## src/rtl/divcfg_loader.sv

```systemverilog
module divcfg_loader #(
  parameter int MW = 9,
  parameter int NW = 2,
  parameter int TW = 2
) (
  input  logic          clk,
  input  logic          rst_n,
  input  logic          par_hold,
  input  logic [MW-1:0] par_m,
  input  logic [NW-1:0] par_n,
  input  logic          ser_clk,
  input  logic          ser_dat,
  input  logic          ser_load,
  output logic [MW-1:0] m_val,
  output logic [NW-1:0] n_code,
  output logic [TW-1:0] t_sel,
  output logic          ser_mode
);
  localparam int FW = TW + 1 + NW + MW;

  logic [2:0]    pl_q, ck_q, ld_q;
  logic [1:0]    dt_q;
  logic [MW-1:0] pm_q1, pm_q2;
  logic [NW-1:0] pn_q1, pn_q2;
  logic [FW-1:0] shreg;

  wire pl_s     = pl_q[1];
  wire ld_s     = ld_q[1];
  wire dat_s    = dt_q[1];
  wire ck_rise  = ck_q[1] & ~ck_q[2];
  wire ld_rise  = ld_q[1] & ~ld_q[2];
  wire shift_en = ck_rise & pl_s;
  wire [FW-1:0] sh_next = {shreg[FW-2:0], dat_s};

  always_ff @(posedge clk) begin
    if (!rst_n) begin
      pl_q   <= '0;
      ck_q   <= '0;
      ld_q   <= '0;
      dt_q   <= '0;
      pm_q1  <= par_m;
      pm_q2  <= par_m;
      pn_q1  <= par_n;
      pn_q2  <= par_n;
      shreg  <= '0;
      m_val  <= par_m;
      n_code <= par_n;
      t_sel  <= '0;
    end else begin
      pl_q  <= {pl_q[1:0], par_hold};
      ck_q  <= {ck_q[1:0], ser_clk};
      ld_q  <= {ld_q[1:0], ser_load};
      dt_q  <= {dt_q[0], ser_dat};
      pm_q1 <= par_m;
      pm_q2 <= pm_q1;
      pn_q1 <= par_n;
      pn_q2 <= pn_q1;
      if (shift_en) shreg <= sh_next;
      if (!pl_s) begin
        m_val  <= pm_q2;
        n_code <= pn_q2;
      end else if (ld_rise) begin
        t_sel  <= shreg[FW-1 -: TW];
        n_code <= shreg[MW +: NW];
        m_val  <= shreg[MW-1:0];
      end else if (ld_s && ck_rise) begin
        t_sel  <= sh_next[FW-1 -: TW];
        n_code <= sh_next[MW +: NW];
        m_val  <= sh_next[MW-1:0];
      end
    end
  end

  assign ser_mode = pl_s;

  p_par_follow_r1: assert property (@(posedge clk) disable iff (!rst_n)
    !pl_s |=> (m_val == $past(pm_q2)) && (n_code == $past(pn_q2)));

  p_par_keeps_t_r1: assert property (@(posedge clk) disable iff (!rst_n)
    !pl_s |=> $stable(t_sel));

  p_shift_in_r3: assert property (@(posedge clk) disable iff (!rst_n)
    shift_en |=> shreg[0] == $past(dat_s));

  p_load_copy_r4: assert property (@(posedge clk) disable iff (!rst_n)
    (pl_s && ld_rise) |=> (m_val == $past(shreg[MW-1:0])) &&
                          (t_sel == $past(shreg[FW-1 -: TW])));

  p_latched_hold_r5: assert property (@(posedge clk) disable iff (!rst_n)
    (pl_s && !ld_s && !ld_rise) |=> $stable(m_val) && $stable(n_code) && $stable(t_sel));

  p_transparent_r6: assert property (@(posedge clk) disable iff (!rst_n)
    (pl_s && ld_s && !ld_rise && ck_rise) |=> m_val == $past(sh_next[MW-1:0]));
endmodule

```

## config.mk

```make
export PLATFORM = sky130hd
export DESIGN_NAME = divcfg_loader
export DESIGN_NICKNAME = d
export VERILOG_FILES = /design/src/rtl/divcfg_loader.sv
export SDC_FILE = /design/constraint.sdc
export NUM_CORES = 1
export LEC_CHECK = 0
export ABC_CLOCK_PERIOD_IN_PS = 1800
export CAP_MARGIN = 40
export CORE_MARGIN = 2
export CORE_UTILIZATION = 27
export CTS_BUF_LIST = sky130_fd_sc_hd__clkbuf_8
export DETAILED_ROUTE_END_ITERATION = 10
export GPL_TIMING_DRIVEN = 0
export PLACE_DENSITY = 0.48
export SLEW_MARGIN = 20
export SYNTH_ARGS = -nofsm -noshare
export SYNTH_HDL_FRONTEND = slang
export SYNTH_SLANG_ARGS = --single-unit
```

## constraint.sdc

```tcl
create_clock -name clk -period 1.8 [get_ports clk]
set_input_delay 0.45 -clock clk [delete_from_list [all_inputs] [get_ports clk]]
set_output_delay 0.45 -clock clk [all_outputs]
set_load 0.02 [all_outputs]
```

==> impl_metrics.toml, run 1 <==
[placement]
io_buffers = 30
post-dp-hpwl_mm = 2.93
place_ws_ps = -509
place_inst = 331
gp_congestion = 0.678
placed_area_mm2 = 0.00260

[run_status]
status = "finished, final reports clean"

[setup_path]
worst-path-stages = 1
startpoint_type = "register"
endpoint_kind = "output port"
arrival_ps = 1280
required_ps = 1350
slowest_stage = "clkdlybuf4s50_1"
critPathMaxStageDelay_ps = 610
crit_buf_inv = 1
crit_fanout = 1
cp_cell_sequence = "clkdlybuf4s50_1"
reg2regPathDepth = 5
path_class = "register to output port"
path_delay_family = "buffers and inverters"

[pwr]
p_per_area_mw_per_mm2 = 1010
total_power_mw = 2.83
ir_drop_uv = 451
p_leak_nw = 1.06

[synthesis]
netlist.area_leader.share_pct = 44.2
synth_edf_count = 11
async_flop_share_pct = 0
synthFlopType = "dfxtp_1"
syn_area_mm2 = 0.00217
syn_nets = 216
synth_common_cells = "dfxtp_1 (48), nand2_1 (32), mux2i_1 (13)"
yosysWarnings = 0
ys_seq_area_share_pct = 59.4
ys_top_cells_by_area = "dfxtp_1 (44%), edfxtp_1 (15%), mux2i_1 (6.0%)"
syn_avg_cell_area_um2 = 10.9
synthCells = 199
yosysUniqueCellTypes = 25
synth_area_leader_cell = "dfxtp_1"
ys_ff_latch = 59
synth_most_common_cell = "dfxtp_1"

[sta]
setup_violations = 0
max_freq_mhz = 576
worst_slew_pin_slew_ps = 275
finalMaxSlewViolations = 0
hold_viol_final = 0
fin_ws_ps = 65.3
setup-tns-final_ps = 0
period_share_pct = 96.4
fin_hold_ws_ps = 421
relSlewSlack_pct = 81.7
period_needed_ps = 1730
rsz0062_at_grt = "no"
skew_ps = 14.1

[routing]
wl_per_cell_um = 12.2
drtIter0Drc = 36
drtAntennaViolNets = 0
vias = 1479
dr.pass1.iters = 4
route.detailed.drc = 0
via_per_inst = 4.26
wl_mm = 4.23

[finish]
postLayoutCoreUtil_pct = 36.1
layoutNonFillerInstCount = 347
ff_latch_area_mm2 = 0.00129
drive_above_1_share_pct = 13.1
area_growth_pct = 28.9
finalInstanceArea_mm2 = 0.00280
multi_input_area_um2 = 806
nFillCells = 820
n_antenna_cell = 0
fin_nets = 257

[clock_network]
cts_sinks = 59
post-cts-setup-buffer-count = 0
clk_latency_ps = 340
h-tree-depth = 3
cts_hold_buf = 0
root_buffer = "clkbuf_8"
cts.path.max_buffers = 2
clkSlewWorstSetupHoldPaths_ps = 70
cts_tree = "yes"
cts_made_buffers = 9

[die]
design.die.area_mm2 = 0.00879
core_mm2 = 0.00777
start_util_pct = 28.0
die_y_um = 93.7
row_count = 32
die_width_um = 93.7
io_pins = 31

[job]
max-cap-violations = 0

[hold_path]
min-delay-path-class = "register to register"
hold_path_depth = 1

[grt]
grt_max_degree = 12
grt_pass1_wl_mm = 7.18
grt_pass1_vias = 1466
grtUsageTotal_pct = 10.9
antenna_found_initial = 0
grt_overflow = 0
[flip-flops by register name (all words and copies together) (netlist names), 3 cells and up]
name,cells
pm_q2,9
ld_q,3
ck_q,3
m_val,9
shreg,14
pm_q1,9
[worst reg2reg max path, delay by kind of cell (launching register included)]
| kind | cells | cell delay, ps |
|---|---|---|
| flops | 1 | 440 |
| mux | 1 | 230 |
| compound gates | 1 | 80 |
| simple gates | 1 | 190 |
| buf+inv | 2 | 260 |
[power by group]
group	switching (mW)	total [mW]	internal [mW]
combinational	0.111	0.238	0.127
clock	0.522	1.16	0.634
sequential	0.0227	1.44	1.42
total	0.656	2.83	2.18
[kinds of logic after synthesis]
logic type             synth area share [%]
AND/OR/NAND/NOR                        15.2
flip-flops                             59.4
AO/OA/AOI/OAI                          15.6
multiplexers                           5.98
buffers and inverters                  3.85
[final cells by class]
cell class              instances  area share, %
well taps                     102           4.55
multi-input cells             128           28.7
flip-flops and latches         59           46.1
clock buffers                   9           4.42
clock inverters                 7           2.41
repair buffers                 30           10.7
plain buffers                  12           3.08
[routing by layer]
| metal | up-vias | share of wire, % | global-route usage (%) |
|---|---|---|---|
| met5 | - | 0 | 0 |
| met4 | 0 | 1.5 | 4.35 |
| met3 | 7 | 5.9 | 5.38 |
| met2 | 29 | 46 | 17.0 |
| met1 | 678 | 47 | 12.9 |
| li1 | 765 | - | - |
[final timing paths]
kind         startpoint  slack [ps]   endpoint
min            pm_q1[3]         420   pm_q2[3]
max reg2reg     ld_q[1]         340   m_val[8]
min reg2reg    pm_q1[3]         420   pm_q2[3]
max           n_code[1]          70  n_code[1]
[layout by cell type (no fill, tap or decap), types with 2 or more instances in the layout]
master / count
dfxtp_1: 47
a21oi_1: 10
nand3b_1: 2
nand2_1: 32
a21o_1: 11
a21boi_0: 4
inv_4: 2
and2_1: 11
a21boi_1: 10
o21ai_1: 10
clkbuf_8: 9
mux2i_1: 13
o211ai_1: 3
nor2b_1: 11
buf_2: 6
buf_6: 2
nand3_1: 3
clkdlybuf4s50_1: 29
edfxtp_1: 11
clkbuf_2: 2
nand2b_1: 2
a21bo_2: 2
[repair_timing]
action | 4_1_cts | 5_1_grt
resized for setup | 3 | 2
setup endpoints to repair | 12 | 11
cloned | 0 | 0
No activity file was read; power rests on OpenSTA's default activity.
==> run 2, diff against run 1 <==
--- a/config.mk
+++ b/config.mk
@@ -12,7 +12,7 @@
 export CTS_BUF_LIST = sky130_fd_sc_hd__clkbuf_8
 export DETAILED_ROUTE_END_ITERATION = 10
 export GPL_TIMING_DRIVEN = 0
-export PLACE_DENSITY = 0.48
+export PLACE_DENSITY_LB_ADDON = 0.1
 export SLEW_MARGIN = 20
 export SYNTH_ARGS = -nofsm -noshare
 export SYNTH_HDL_FRONTEND = slang
==> impl_metrics.toml, run 2 (synthesis gave the netlist of run 1 again) <==
[sta]
finalMaxSlewViolations = 0
max_freq_mhz = 583
hold_viol_final = 0
period_needed_ps = 1720
skew_ps = 6.09
setup_violations = 0
rsz0062_at_grt = "no"
relSlewSlack_pct = 82.8
period_share_pct = 95.3
fin_hold_ws_ps = 424
worst_slew_pin_slew_ps = 251

[finish]
drive_above_1_share_pct = 13.5
multi_input_area_um2 = 806
finalInstanceArea_mm2 = 0.00280
ff_latch_area_mm2 = 0.00129
fin_nets = 257
layout_commonest_cell = "dfxtp_1"
postLayoutCoreUtil_pct = 36.1
largest_reg_flops = 14
area_growth_pct = 28.9
nFillCells = 790
final_cell_mix = "dfxtp_1 (47), nand2_1 (32), clkdlybuf4s50_1 (29), mux2i_1 (13)"
max_flop_register = "shreg"
n_antenna_cell = 0

[setup_path]
reg2regPathDepth = 5
arrival_ps = 1270
crit_buf_inv = 1
slowest_stage = "clkdlybuf4s50_1"
path_class = "register to output port"
critPathMaxStageDelay_ps = 600
required_ps = 1350
startpoint_type = "register"
crit_fanout = 1
worst-path-stages = 1
rrSetupSlack_ps = 330
cp_cell_sequence = "clkdlybuf4s50_1"
endpoint_kind = "output port"
path_delay_family = "buffers and inverters"

[run_status]
status = "finished, final reports clean"

[grt]
grt_pass1_vias = 1481
grtUsageTotal_pct = 11.0
grt_pass1_wl_mm = 7.22
grt_max_degree = 12
grt_overflow = 0
antenna_found_initial = 0

[die]
row_count = 32
io_pins = 31
design.die.area_mm2 = 0.00879
die_y_um = 93.7
die_width_um = 93.7
core_mm2 = 0.00777
start_util_pct = 28.0

[pwr]
p_sw_share_pct = 23.2
p_per_area_mw_per_mm2 = 1010
power.switching_uw = 657
internal-power_mw = 2.18
pwr-share-seq_pct = 50.7
p_clk_share_pct = 40.8
pwr-share-comb_pct = 8.4
p_leak_nw = 1.05
ir_drop_uv = 491

[routing]
drtAntennaViolNets = 0
drtIter0Drc = 39
wl_mm = 4.40
via_per_inst = 4.25
dr.pass1.iters = 3
wl_per_cell_um = 12.7
vias = 1475
route.detailed.drc = 0

[clock_network]
clkSlewWorstSetupHoldPaths_ps = 70
cts_hold_buf = 0
cts_sinks = 59
h-tree-depth = 3
post-cts-setup-buffer-count = 0
clk_latency_ps = 330
cts.path.max_buffers = 2
cts_made_buffers = 9
cts_tree = "yes"
root_buffer = "clkbuf_8"

[hold_path]
min-delay-path-class = "register to register"
hold_path_depth = 2

[placement]
placed_area_mm2 = 0.00260
post-dp-hpwl_mm = 3.07
io_buffers = 30
gp_congestion = 0.723

[job]
max-cap-violations = 0
## run 2: worst paths after layout
check	startpoint	end
setup reg to reg	ld_q[1]	m_val[8]
setup / recovery	m_val[3]	m_val[3]
hold / removal	pn_q1[0]	pn_q2[0]
hold reg to reg	pn_q1[0]	pn_q2[0]
## run 2: through the flow
step | cells | total power [mW] | setup slack, ps | TNS [ps]
after floorplan | 199 | 1.59 | 401 | 0
after global placement | 331 | 1.71 | -577 | -12980
after detailed placement | 331 | 1.71 | -537 | -10980
after CTS | 347 | 2.89 | 11.4 | 0
after global routing | 347 | 2.96 | 7.52 | 0
final | 347 | 2.83 | 85.0 | 0
## run 2: metal layers
metal  vias to the layer above  track usage, %  part of all wire [%]
met4                         0            3.62                   1.2
met1                       683            13.6                    48
met5                         -               0                     0
met3                         5            5.06                   4.8
met2                        27            17.0                    46
li1                        760               -                     -
## run 2: area by class of cell
cell class / instances / share of cell area [%]
Clock inverter: 7 / 2.45
Sequential cell: 59 / 46.1
Multi-Input combinational cell: 128 / 28.7
Tap cell: 102 / 4.55
Timing Repair Buffer: 30 / 10.7
Clock buffer: 9 / 4.42
Buffer: 12 / 3.08
## run 2: timing repair
| item | in CTS | in global routing |
|---|---|---|
| resized for setup | 3 | 2 |
| gates cloned | 0 | 0 |
| pin swaps | 0 | 0 |
| setup endpoints to repair | 12 | 19 |
## run 2: power groups by stage
stage	Combinational [mW]	Sequential, mW	Clock [mW]
6_report	0.239	1.44	1.16
2_1_floorplan	0.0932	1.50	0
3_5_place_dp	0.244	1.47	0
5_1_grt	0.260	1.44	1.25
4_1_cts	0.244	1.44	1.21
3_3_place_gp	0.242	1.47	0
==> run 3, diff against run 2 <==
--- a/config.mk
+++ b/config.mk
@@ -6,10 +6,11 @@
 export NUM_CORES = 1
 export LEC_CHECK = 0
 export ABC_CLOCK_PERIOD_IN_PS = 1800
-export CAP_MARGIN = 40
+export CAP_MARGIN = 25
 export CORE_MARGIN = 2
 export CORE_UTILIZATION = 27
 export CTS_BUF_LIST = sky130_fd_sc_hd__clkbuf_8
+export CTS_CLUSTER_SIZE = 28
 export DETAILED_ROUTE_END_ITERATION = 10
 export GPL_TIMING_DRIVEN = 0
 export PLACE_DENSITY_LB_ADDON = 0.1
==> results of run 3 <==
Final layout, timing and power as in run 2 (identical DEF).
